[config.mk]
export PLATFORM = sky130hd
export DESIGN_NAME = flash_rdy_tracker
export DESIGN_NICKNAME = d
export VERILOG_FILES = /design/src/rtl/flrb_pkg.sv /design/src/rtl/flrb_seq.sv /design/src/rtl/flrb_state.sv /design/src/rtl/flrb_csr.sv /design/src/rtl/flash_rdy_tracker.sv
export SDC_FILE = /design/constraint.sdc
export NUM_CORES = 1
export LEC_CHECK = 0
export CAP_MARGIN = 20
export CORE_MARGIN = 2
export CORE_UTILIZATION = 40
export CTS_CLUSTER_DIAMETER = 40
export DETAILED_ROUTE_END_ITERATION = 10
export MAX_ROUTING_LAYER = met4
export PLACE_DENSITY = 0.86
export RECOVER_POWER = 25
export SYNTH_ARGS = -nofsm -noshare
export SYNTH_HDL_FRONTEND = slang
export SYNTH_HIERARCHICAL = 1
export SYNTH_SLANG_ARGS = --single-unit
[constraint.sdc]
create_clock -name clk -period 7 [get_ports clk]
set_input_delay 1.75 -clock clk [delete_from_list [all_inputs] [get_ports clk]]
set_output_delay 1.75 -clock clk [all_outputs]
set_load 0.02 [all_outputs]
[src/rtl/flrb_pkg.sv]
package flrb_pkg;

    localparam int RDY_BIT  = 0;
    localparam int MASK_BIT = 2;

    localparam logic [31:0] KEY_WORD1  = 32'h0000_00AA;
    localparam logic [31:0] KEY_WORD2  = 32'h0000_0055;
    localparam logic [31:0] CODE_PROG  = 32'h0000_00A0;
    localparam logic [31:0] CODE_CHIP  = 32'h0000_0010;
    localparam logic [31:0] CODE_BLOCK = 32'h0000_0030;

    typedef enum logic [2:0] {
        SQ_IDLE,
        SQ_KEY1,
        SQ_KEY2,
        SQ_PDATA,
        SQ_EWIN
    } seq_st_t;

    typedef enum logic [1:0] {
        OP_NONE  = 2'd0,
        OP_PROG  = 2'd1,
        OP_CHIP  = 2'd2,
        OP_BLOCK = 2'd3
    } op_t;

    typedef struct packed {
        logic valid;
        op_t  op;
    } launch_t;

    function automatic logic [31:0] status_image(input logic rdy, input logic mbit);
        logic [31:0] img;
        img           = '0;
        img[RDY_BIT]  = rdy;
        img[MASK_BIT] = mbit;
        return img;
    endfunction

endpackage

[src/rtl/flrb_seq.sv]
module flrb_seq
    import flrb_pkg::*;
#(
    parameter int              ADDR_W    = 16,
    parameter logic [ADDR_W-1:0] KEY_ADDR1 = 16'h0AAA,
    parameter logic [ADDR_W-1:0] KEY_ADDR2 = 16'h0555,
    parameter int              TMO_CYC   = 16
) (
    input  logic              clk,
    input  logic              rst,
    input  logic              flash_wr,
    input  logic [ADDR_W-1:0] wr_addr,
    input  logic [31:0]       wr_word,
    input  logic              ready,
    output launch_t           launch
);
    localparam int CNT_W = $clog2(TMO_CYC + 1);
    localparam logic [CNT_W-1:0] CNT_LOAD = CNT_W'(TMO_CYC - 1);

    seq_st_t          st_q, st_d;
    logic [CNT_W-1:0] cnt_q, cnt_d;

    always_comb begin
        st_d   = st_q;
        cnt_d  = cnt_q;
        launch = '{valid: 1'b0, op: OP_NONE};
        if (ready) begin
            case (st_q)
                SQ_IDLE: begin
                    if (flash_wr && wr_addr == KEY_ADDR1 && wr_word == KEY_WORD1)
                        st_d = SQ_KEY1;
                end
                SQ_KEY1: begin
                    if (flash_wr)
                        st_d = (wr_addr == KEY_ADDR2 && wr_word == KEY_WORD2) ? SQ_KEY2 : SQ_IDLE;
                end
                SQ_KEY2: begin
                    if (flash_wr) begin
                        st_d = SQ_IDLE;
                        if (wr_addr == KEY_ADDR1) begin
                            if (wr_word == CODE_PROG) begin
                                st_d = SQ_PDATA;
                            end else if (wr_word == CODE_CHIP) begin
                                launch = '{valid: 1'b1, op: OP_CHIP};
                            end else if (wr_word == CODE_BLOCK) begin
                                st_d  = SQ_EWIN;
                                cnt_d = CNT_LOAD;
                            end
                        end
                    end
                end
                SQ_PDATA: begin
                    if (flash_wr) begin
                        st_d   = SQ_IDLE;
                        launch = '{valid: 1'b1, op: OP_PROG};
                    end
                end
                SQ_EWIN: begin
                    if (flash_wr && wr_word == CODE_BLOCK) begin
                        cnt_d = CNT_LOAD;
                    end else if (cnt_q == '0) begin
                        st_d   = SQ_IDLE;
                        launch = '{valid: 1'b1, op: OP_BLOCK};
                    end else begin
                        cnt_d = cnt_q - 1'b1;
                    end
                end
                default: st_d = SQ_IDLE;
            endcase
        end
    end

    always_ff @(posedge clk) begin
        if (rst) begin
            st_q  <= SQ_IDLE;
            cnt_q <= '0;
        end else begin
            st_q  <= st_d;
            cnt_q <= cnt_d;
        end
    end


    busy_freeze_chk: assert property (@(posedge clk) disable iff (rst)
        !ready |=> $stable(st_q));


    window_launch_chk: assert property (@(posedge clk) disable iff (rst)
        (launch.valid && launch.op == OP_BLOCK) |-> $past(st_q) == SQ_EWIN || st_q == SQ_EWIN);

endmodule

[src/rtl/flrb_state.sv]
module flrb_state
    import flrb_pkg::*;
(
    input  logic    clk,
    input  logic    rst,
    input  launch_t launch,
    input  logic    eng_done,
    input  logic    eng_fail,
    output logic    rdy,
    output logic    start,
    output op_t     op
);
    logic rdy_q, failed_q, start_q;
    op_t  op_q;

    always_ff @(posedge clk) begin
        if (rst) begin
            rdy_q    <= 1'b1;
            failed_q <= 1'b0;
            start_q  <= 1'b0;
            op_q     <= OP_NONE;
        end else begin
            start_q <= 1'b0;
            if (launch.valid && rdy_q) begin
                rdy_q   <= 1'b0;
                start_q <= 1'b1;
                op_q    <= launch.op;
            end else if (!rdy_q && !failed_q) begin
                if (eng_fail)
                    failed_q <= 1'b1;
                else if (eng_done)
                    rdy_q <= 1'b1;
            end
        end
    end

    assign rdy   = rdy_q;
    assign start = start_q;
    assign op    = op_q;


    fail_sticky_chk: assert property (@(posedge clk) disable iff (rst)
        failed_q |=> failed_q && !rdy_q);


    launch_busy_chk: assert property (@(posedge clk) disable iff (rst)
        (launch.valid && rdy_q) |=> (!rdy_q && start_q));


    ready_cause_chk: assert property (@(posedge clk) disable iff (rst)
        (!rdy_q ##1 rdy_q) |-> $past(eng_done));

endmodule

[src/rtl/flrb_csr.sv]
module flrb_csr
    import flrb_pkg::*;
#(
    parameter bit MASK_ROM = 1'b0
) (
    input  logic        clk,
    input  logic        rst,
    input  logic        wr_hit,
    input  logic [3:0]  wr_be,
    input  logic        wr_mbit,
    input  logic        rd_hit,
    input  logic        rdy,
    output logic [31:0] rdata
);
    logic mbit;

    generate
        if (MASK_ROM) begin : g_mask
            assign mbit = 1'b1;
        end else begin : g_flash
            logic mbit_q;
            always_ff @(posedge clk) begin
                if (rst)
                    mbit_q <= 1'b0;
                else if (wr_hit && wr_be == 4'hF)
                    mbit_q <= wr_mbit;
            end
            assign mbit = mbit_q;


            partial_write_chk: assert property (@(posedge clk) disable iff (rst)
                (wr_hit && wr_be != 4'hF) |=> $stable(mbit_q));
        end
    endgenerate

    assign rdata = rd_hit ? status_image(MASK_ROM ? 1'b1 : rdy, mbit) : 32'h0;

endmodule

[src/rtl/flash_rdy_tracker.sv]
module flash_rdy_tracker
    import flrb_pkg::*;
#(
    parameter int                ADDR_W    = 16,
    parameter logic [ADDR_W-1:0] CSR_ADDR  = 16'hFF00,
    parameter logic [ADDR_W-1:0] KEY_ADDR1 = 16'h0AAA,
    parameter logic [ADDR_W-1:0] KEY_ADDR2 = 16'h0555,
    parameter int                TMO_CYC   = 16,
    parameter bit                MASK_ROM  = 1'b0
) (
    input  logic              clk,
    input  logic              rst,
    input  logic [ADDR_W-1:0] bus_addr,
    input  logic [31:0]       bus_wdata,
    input  logic [3:0]        bus_be,
    input  logic              bus_we,
    input  logic              bus_re,
    output logic [31:0]       bus_rdata,
    input  logic              eng_done,
    input  logic              eng_fail,
    output logic              eng_start,
    output logic [1:0]        eng_cmd,
    output logic              rdy_pin
);
    logic    csr_sel, flash_wr, rd_hit, wr_hit, rdy;
    launch_t launch;
    op_t     op;

    assign csr_sel  = (bus_addr == CSR_ADDR);
    assign flash_wr = bus_we && !csr_sel;
    assign wr_hit   = bus_we && csr_sel;
    assign rd_hit   = bus_re && csr_sel;

    generate
        if (MASK_ROM) begin : g_no_seq
            assign launch = '{valid: 1'b0, op: OP_NONE};
        end else begin : g_seq
            flrb_seq #(
                .ADDR_W    (ADDR_W),
                .KEY_ADDR1 (KEY_ADDR1),
                .KEY_ADDR2 (KEY_ADDR2),
                .TMO_CYC   (TMO_CYC)
            ) seq_i (
                .clk      (clk),
                .rst      (rst),
                .flash_wr (flash_wr),
                .wr_addr  (bus_addr),
                .wr_word  (bus_wdata),
                .ready    (rdy),
                .launch   (launch)
            );
        end
    endgenerate

    flrb_state state_i (
        .clk      (clk),
        .rst      (rst),
        .launch   (launch),
        .eng_done (eng_done),
        .eng_fail (eng_fail),
        .rdy      (rdy),
        .start    (eng_start),
        .op       (op)
    );

    flrb_csr #(.MASK_ROM(MASK_ROM)) csr_i (
        .clk     (clk),
        .rst     (rst),
        .wr_hit  (wr_hit),
        .wr_be   (bus_be),
        .wr_mbit (bus_wdata[MASK_BIT]),
        .rd_hit  (rd_hit),
        .rdy     (rdy),
        .rdata   (bus_rdata)
    );

    assign eng_cmd = op;
    assign rdy_pin = rdy;


    pin_read_chk: assert property (@(posedge clk) disable iff (rst)
        rd_hit |-> bus_rdata[RDY_BIT] == rdy_pin);

endmodule

Word-level counts from Yosys, hierarchy flattened. Cells that the tools add are included.

Add/subtract/negate cells: 1. Equality and inequality tests: 25. Muxes and demuxes: 35. Bitwise operators: 1. Reduce and logical (&&, ||, !) cells: 22.

Operators by type and width (number): equality test 32 x 8 -> 1 bit, second input constant (2); two-way mux 3 bit (19); two-way mux 5 bit (7); equality test 32 x 5 -> 1 bit, second input constant (1); equality test 32 x 6 -> 1 bit, second input constant (1); equality test 32 x 7 -> 1 bit, second input constant (1); equality test 16 x 11 -> 1 bit, second input constant (1); equality test 16 x 12 -> 1 bit, second input constant (1); equality test 16 bit, second input constant (1); inequality test 2 x 1 -> 1 bit, second input constant (8); one-hot mux 3 bit (5 select lines) (1); logical AND 1 bit (10); one-hot mux 5 bit (2 select lines) (1); one-hot mux 3 bit (3 select lines) (1); AND reduction 8 bit (1); AND reduction 7 bit (1); equality test 3 x 2 -> 1 bit, second input constant (2); inequality test 2 bit, second input constant (3); AND reduction 3 bit (2); nonzero test 2 bit (3); zero test 5 bit (1); two-way mux 1 bit (5); subtractor 5 x 1 -> 5 bit, second input constant (1); equality test 4 bit, second input constant (1); 7 further kinds (9).

Flip-flop bits (word level): 14. Input bits: 58. Output and inout port bits: 36. Logic and storage cells: 91.

Depth between registers and ports, before layout.
Depth in word-level cells: 10. Gate-level depth with buffers: 10. Mapped depth without buffers: 10.

Modules after synthesis. Netlist, hierarchy kept.

Modules (own cells, without submodules): flrb_seq (instances 1, cells an instance 112, area each 934.6 µm², sequential area each 160.2 µm²); flrb_csr (instances 1, cells an instance 38, area each 296.5 µm², sequential area each 20.0 µm²); flrb_state (instances 1, cells an instance 20, area each 210.2 µm², sequential area each 100.1 µm²); flash_rdy_tracker (instances 1, cells an instance 8, area each 83.8 µm², sequential area each 0.0 µm²).

Least setup slack after synthesis. OpenSTA, ideal clock, no wires.

Path kind: input to output. Start: input port bus_addr[1]. End: output port bus_rdata[2]. Data arrival time: 2.980 ns. Required time: 5.250 ns. Slack: 2.270 ns. Cell stages on the path: 4. Path buffers: 0. Cells stage by stage: or4b_1 nor4_2 and2_1 and2_1.

Cells in the longest elaborated chain, start to end: 3.

RTL lines: start, declared (line flash_rdy_tracker.sv:13) `input logic [ADDR_W-1:0] bus_addr,`; equality test 16 bit (line flash_rdy_tracker.sv:29) `assign csr_sel = (bus_addr == CSR_ADDR);`; logical AND 1 bit (line flash_rdy_tracker.sv:32) `assign rd_hit = bus_re && csr_sel;`; via rd_hit (line flash_rdy_tracker.sv:25) `logic csr_sel, flash_wr, rd_hit, wr_hit, rdy;`; two-way mux 3 bit (line flrb_csr.sv:36) `assign rdata = rd_hit ? status_image(MASK_ROM ? 1'b1 : rdy, mbit) : 32'h0;`; end, declared (line flash_rdy_tracker.sv:18) `output logic [31:0] bus_rdata,`.

The timed path passes the listed nets, and every way through them passes these cells.

Worst setup path in the final report. Ends and elaborated chain as after synthesis.

==> results.json <==
{
  "synth-async-reset-ratio_pct": 0,
  "setup_crit_end": "bus_rdata[2]",
  "die-height_um": 65.8,
  "first_pass_grt_wire_length_um": 6000,
  "flow.area_growth_from_synthesis_pct": 39.1,
  "route.detailed.wl_per_inst_um": 12.9,
  "setup.worst_path.class": "input port to output port",
  "gr-total-overflow": 0,
  "r2r_end": "state_i/rdy",
  "cts_root_buf": "sky130_fd_sc_hd__clkbuf_8",
  "worst_skew_pair.late_latency_ps": 250,
  "timing.reg2reg.worst_path_depth": 9,
  "source_of_the_critical_timing_path": "bus_addr[1]",
  "sw_frac_of_total_pct": 27.2,
  "grt_max_degree": 20,
  "synthXorXnorAreaFrac_pct": 0,
  "status": "complete, no violations",
  "yosys.area_share.adder_pct": 1.64,
  "power.net_switching_w": 0.0000609,
  "post_route_antenna_net_violation_count": 0,
  "cp_slowest_stage_delay_ps": 600,
  "rsz0062_at_grt": "no",
  "boundaryPins": 94,
  "muxShareOfSynthArea_pct": 0,
  "comb_power_share_pct": 28.1,
  "setup_tns_ps": 0,
  "power_frac_clock_pct": 36.3,
  "floorplan.die_area_mm2": 0.00432,
  "cts_inserted_buffers": 3,
  "power.internal_w": 0.000163,
  "dominant_combinational_cell_family_by_area_after_synthesis": "simple AND/OR/NAND/NOR gates",
  "cts_repair_resize_count": 0,
  "fp.coreArea_mm2": 0.00366,
  "drt-initial-drc-count": 39,
  "number_of_register_bits_inferred_by_synthesis": 14,
  "post-dp-hpwl_um": 3060,
  "drt-total-wl_um": 3690,
  "cts.repair_timing.setup_buffer_count": 0,
  "synth-edff-count": 0,
  "tritoncts_sink_count": 14,
  "crit_fanout": 3,
  "slew_violations": 0,
  "port-buffer-count": 63,
  "grt_pass1_vias": 1375,
  "power.leakage_nw": 0.763,
  "complex_gate_fraction_of_the_synthesized_area_pct": 16.2,
  "final.min_clock_period_ps": 5770,
  "max-clock-path-buffers": 2,
  "globalRouteTotalUtil_pct": 18.0,
  "ys.flop_type": "sky130_fd_sc_hd__dfxtp_1",
  "crit_slowest_cell": "sky130_fd_sc_hd__clkdlybuf4s50_1",
  "path_clk_slew_ps": 60,
  "drt_pass1_iterations": 4,
  "syn_area_per_cell_um2": 8.57,
  "sequential_power_share_pct": 35.6,
  "final_cells": 287,
  "crit_required_ps": 5250,
  "die_w_um": 65.8,
  "ir_worst_vdd_uv": 114,
  "drcViolationCount": 0,
  "ys_seq_area_share_pct": 18.4,
  "timing.max_cap.violations": 0,
  "timing.hold.worst.class": "register to register",
  "n_antenna_cell": 0,
  "hold_viol": 0,
  "num_rows": 22,
  "final_common_cell": "sky130_fd_sc_hd__clkdlybuf4s50_1",
  "p_per_area_mw_per_mm2": 105,
  "fmax_mhz": 173,
  "dpl.cell_count": 283,
  "vias": 1484,
  "fin_worst_skew_ps": 3.58,
  "initial_core_util_pct": 41.7,
  "cts_htree_levels": 1,
  "r2r_setup_slack_ps": 4830,
  "vias_per_cell": 5.17,
  "post_route_cells_drive_above_1_share_pct": 13.0,
  "timing.critical_path.cells": "clkdlybuf4s50_1 -> or4b_1 -> nor4_2 -> and2_1 -> and2_1 -> clkdlybuf4s50_1",
  "arrival_ps": 4020,
  "synth.lib_cells_used.distinct": 52,
  "cp-end-kind": "output port",
  "timing_worst_slew_pin_value_ps": 658,
  "syn-instance-count": 178,
  "postCtsHoldBufs": 0,
  "timing.final.setup_violations": 0,
  "nets": 300,
  "synth_area_mm2": 0.00153,
  "fin_crit_sh_pct": 82.5,
  "grt_antenna_before_repair": 0,
  "cts_tree": "done",
  "worst_case_headroom_to_the_max_slew_limit_pct": 56.1,
  "fraction_of_the_mapped_netlist_area_in_simple_logic_gates_pct": 45.1,
  "critical_path_launch_point_type": "input port",
  "regToRegStartpoint": "g_seq.seq_i/cnt_q[0]",
  "ys.warnings.count": 6,
  "most-common-layout-cells": "sky130_fd_sc_hd__clkdlybuf4s50_1 (58), sky130_fd_sc_hd__conb_1 (30), sky130_fd_sc_hd__dfxtp_1 (14)",
  "routabilityCongestion": 0.884
}
[worst min-delay path by stage]
stage	start	to	slack, ps	depth (start not counted)
2_1_floorplan	state_i/failed_q	state_i/failed_q	450	2
3_3_place_gp	state_i/failed_q	state_i/failed_q	470	2
3_5_place_dp	state_i/failed_q	state_i/failed_q	470	2
4_1_cts	state_i/failed_q	state_i/failed_q	480	2
5_1_grt	state_i/failed_q	state_i/failed_q	530	2
6_report	state_i/failed_q	state_i/failed_q	480	2
[layout make-up]
type                       count  area [um2]
clock buffer                   4        55.1
fill                         334        1540
inverter                       6        22.5
multi-input combinational    152        1070
sequential                    14         280
tap                           48        60.1
timing repair buffer          63         631
[flip-flops by register name (all words and copies together) (netlist names)]
| register | count |
|---|---|
| csr_i/g_flash.mbit_q | 1 |
| g_seq.seq_i/cnt_q | 5 |
| g_seq.seq_i/st_q | 3 |
| state_i/failed_q | 1 |
| state_i/op | 2 |
| state_i/rdy | 1 |
| state_i/start | 1 |
[power by group through the flow]
| stage | clock, W | sequential [W] | combinational (W) |
|---|---|---|---|
| after floorplan | 0 | 0.0000814 | 0.0000359 |
| after global placement | 0 | 0.0000814 | 0.0000617 |
| after detailed placement | 0 | 0.0000814 | 0.0000627 |
| after CTS | 0.0000833 | 0.0000797 | 0.0000628 |
| after global routing | 0.0000867 | 0.0000796 | 0.0000668 |
| final | 0.0000813 | 0.0000797 | 0.0000628 |
[worst max-delay path, delay by kind of cell]
kind	cells	cell delay [ps]
and+or+nand+nor	4	1240
buffers and inverters	2	1040
[metrics by stage]
step | hold slack, ps | utilization, % | area [um2] | power [W] | setup WS, ps
CTS | 480 | 58.0 | 2120 | 0.000226 | 1220
detailed placement | 471 | 56.5 | 2070 | 0.000144 | 1240
floorplan | 454 | - | 1630 | 0.000117 | 2270
global placement | 469 | 56.5 | 2070 | 0.000143 | 1240
finish | 479 | 58.0 | 2120 | 0.000224 | 1230
global route | 529 | 58.0 | 2120 | 0.000233 | 1070
[cell usage after synthesis (4+ instances only)]
master,number,share of area (%)
sky130_fd_sc_hd__dfxtp_1,14,18
sky130_fd_sc_hd__inv_1,6,1.5
sky130_fd_sc_hd__nor2_1,9,2.2
sky130_fd_sc_hd__nor4_2,5,4.1
sky130_fd_sc_hd__a21oi_1,6,2.0
sky130_fd_sc_hd__buf_4,31,15
sky130_fd_sc_hd__nor3_1,9,3.0
sky130_fd_sc_hd__nor4_1,5,2.1
sky130_fd_sc_hd__o21ai_0,7,2.3
sky130_fd_sc_hd__nor4bb_1,4,2.6
sky130_fd_sc_hd__and2_1,4,1.6
sky130_fd_sc_hd__nand2b_1,6,2.5
sky130_fd_sc_hd__nand4_1,4,1.6
sky130_fd_sc_hd__nand3_1,9,3.0
sky130_fd_sc_hd__nand2_1,9,2.2
[metal layers]
layer  track usage (%)  vias to the layer above  share of wire (%)  wire, um
met1              20.1                      661                 39      1430
met5                 -                        -                  0         0
met2              32.2                       89                 50      1840
met3              5.31                        0                 12       427
li1                  -                      734                  -         -
met4              2.60                        0                  0         0
[kinds of logic (layout without fill, tap and decap cells)]
family,Yosys count,count (layout)
other cells,1,30
flops,14,14
fa+ha+maj,2,2
buf+inv,41,73
simple gates,89,89
compound gates,31,31
No activity file was read; power rests on OpenSTA's default activity.
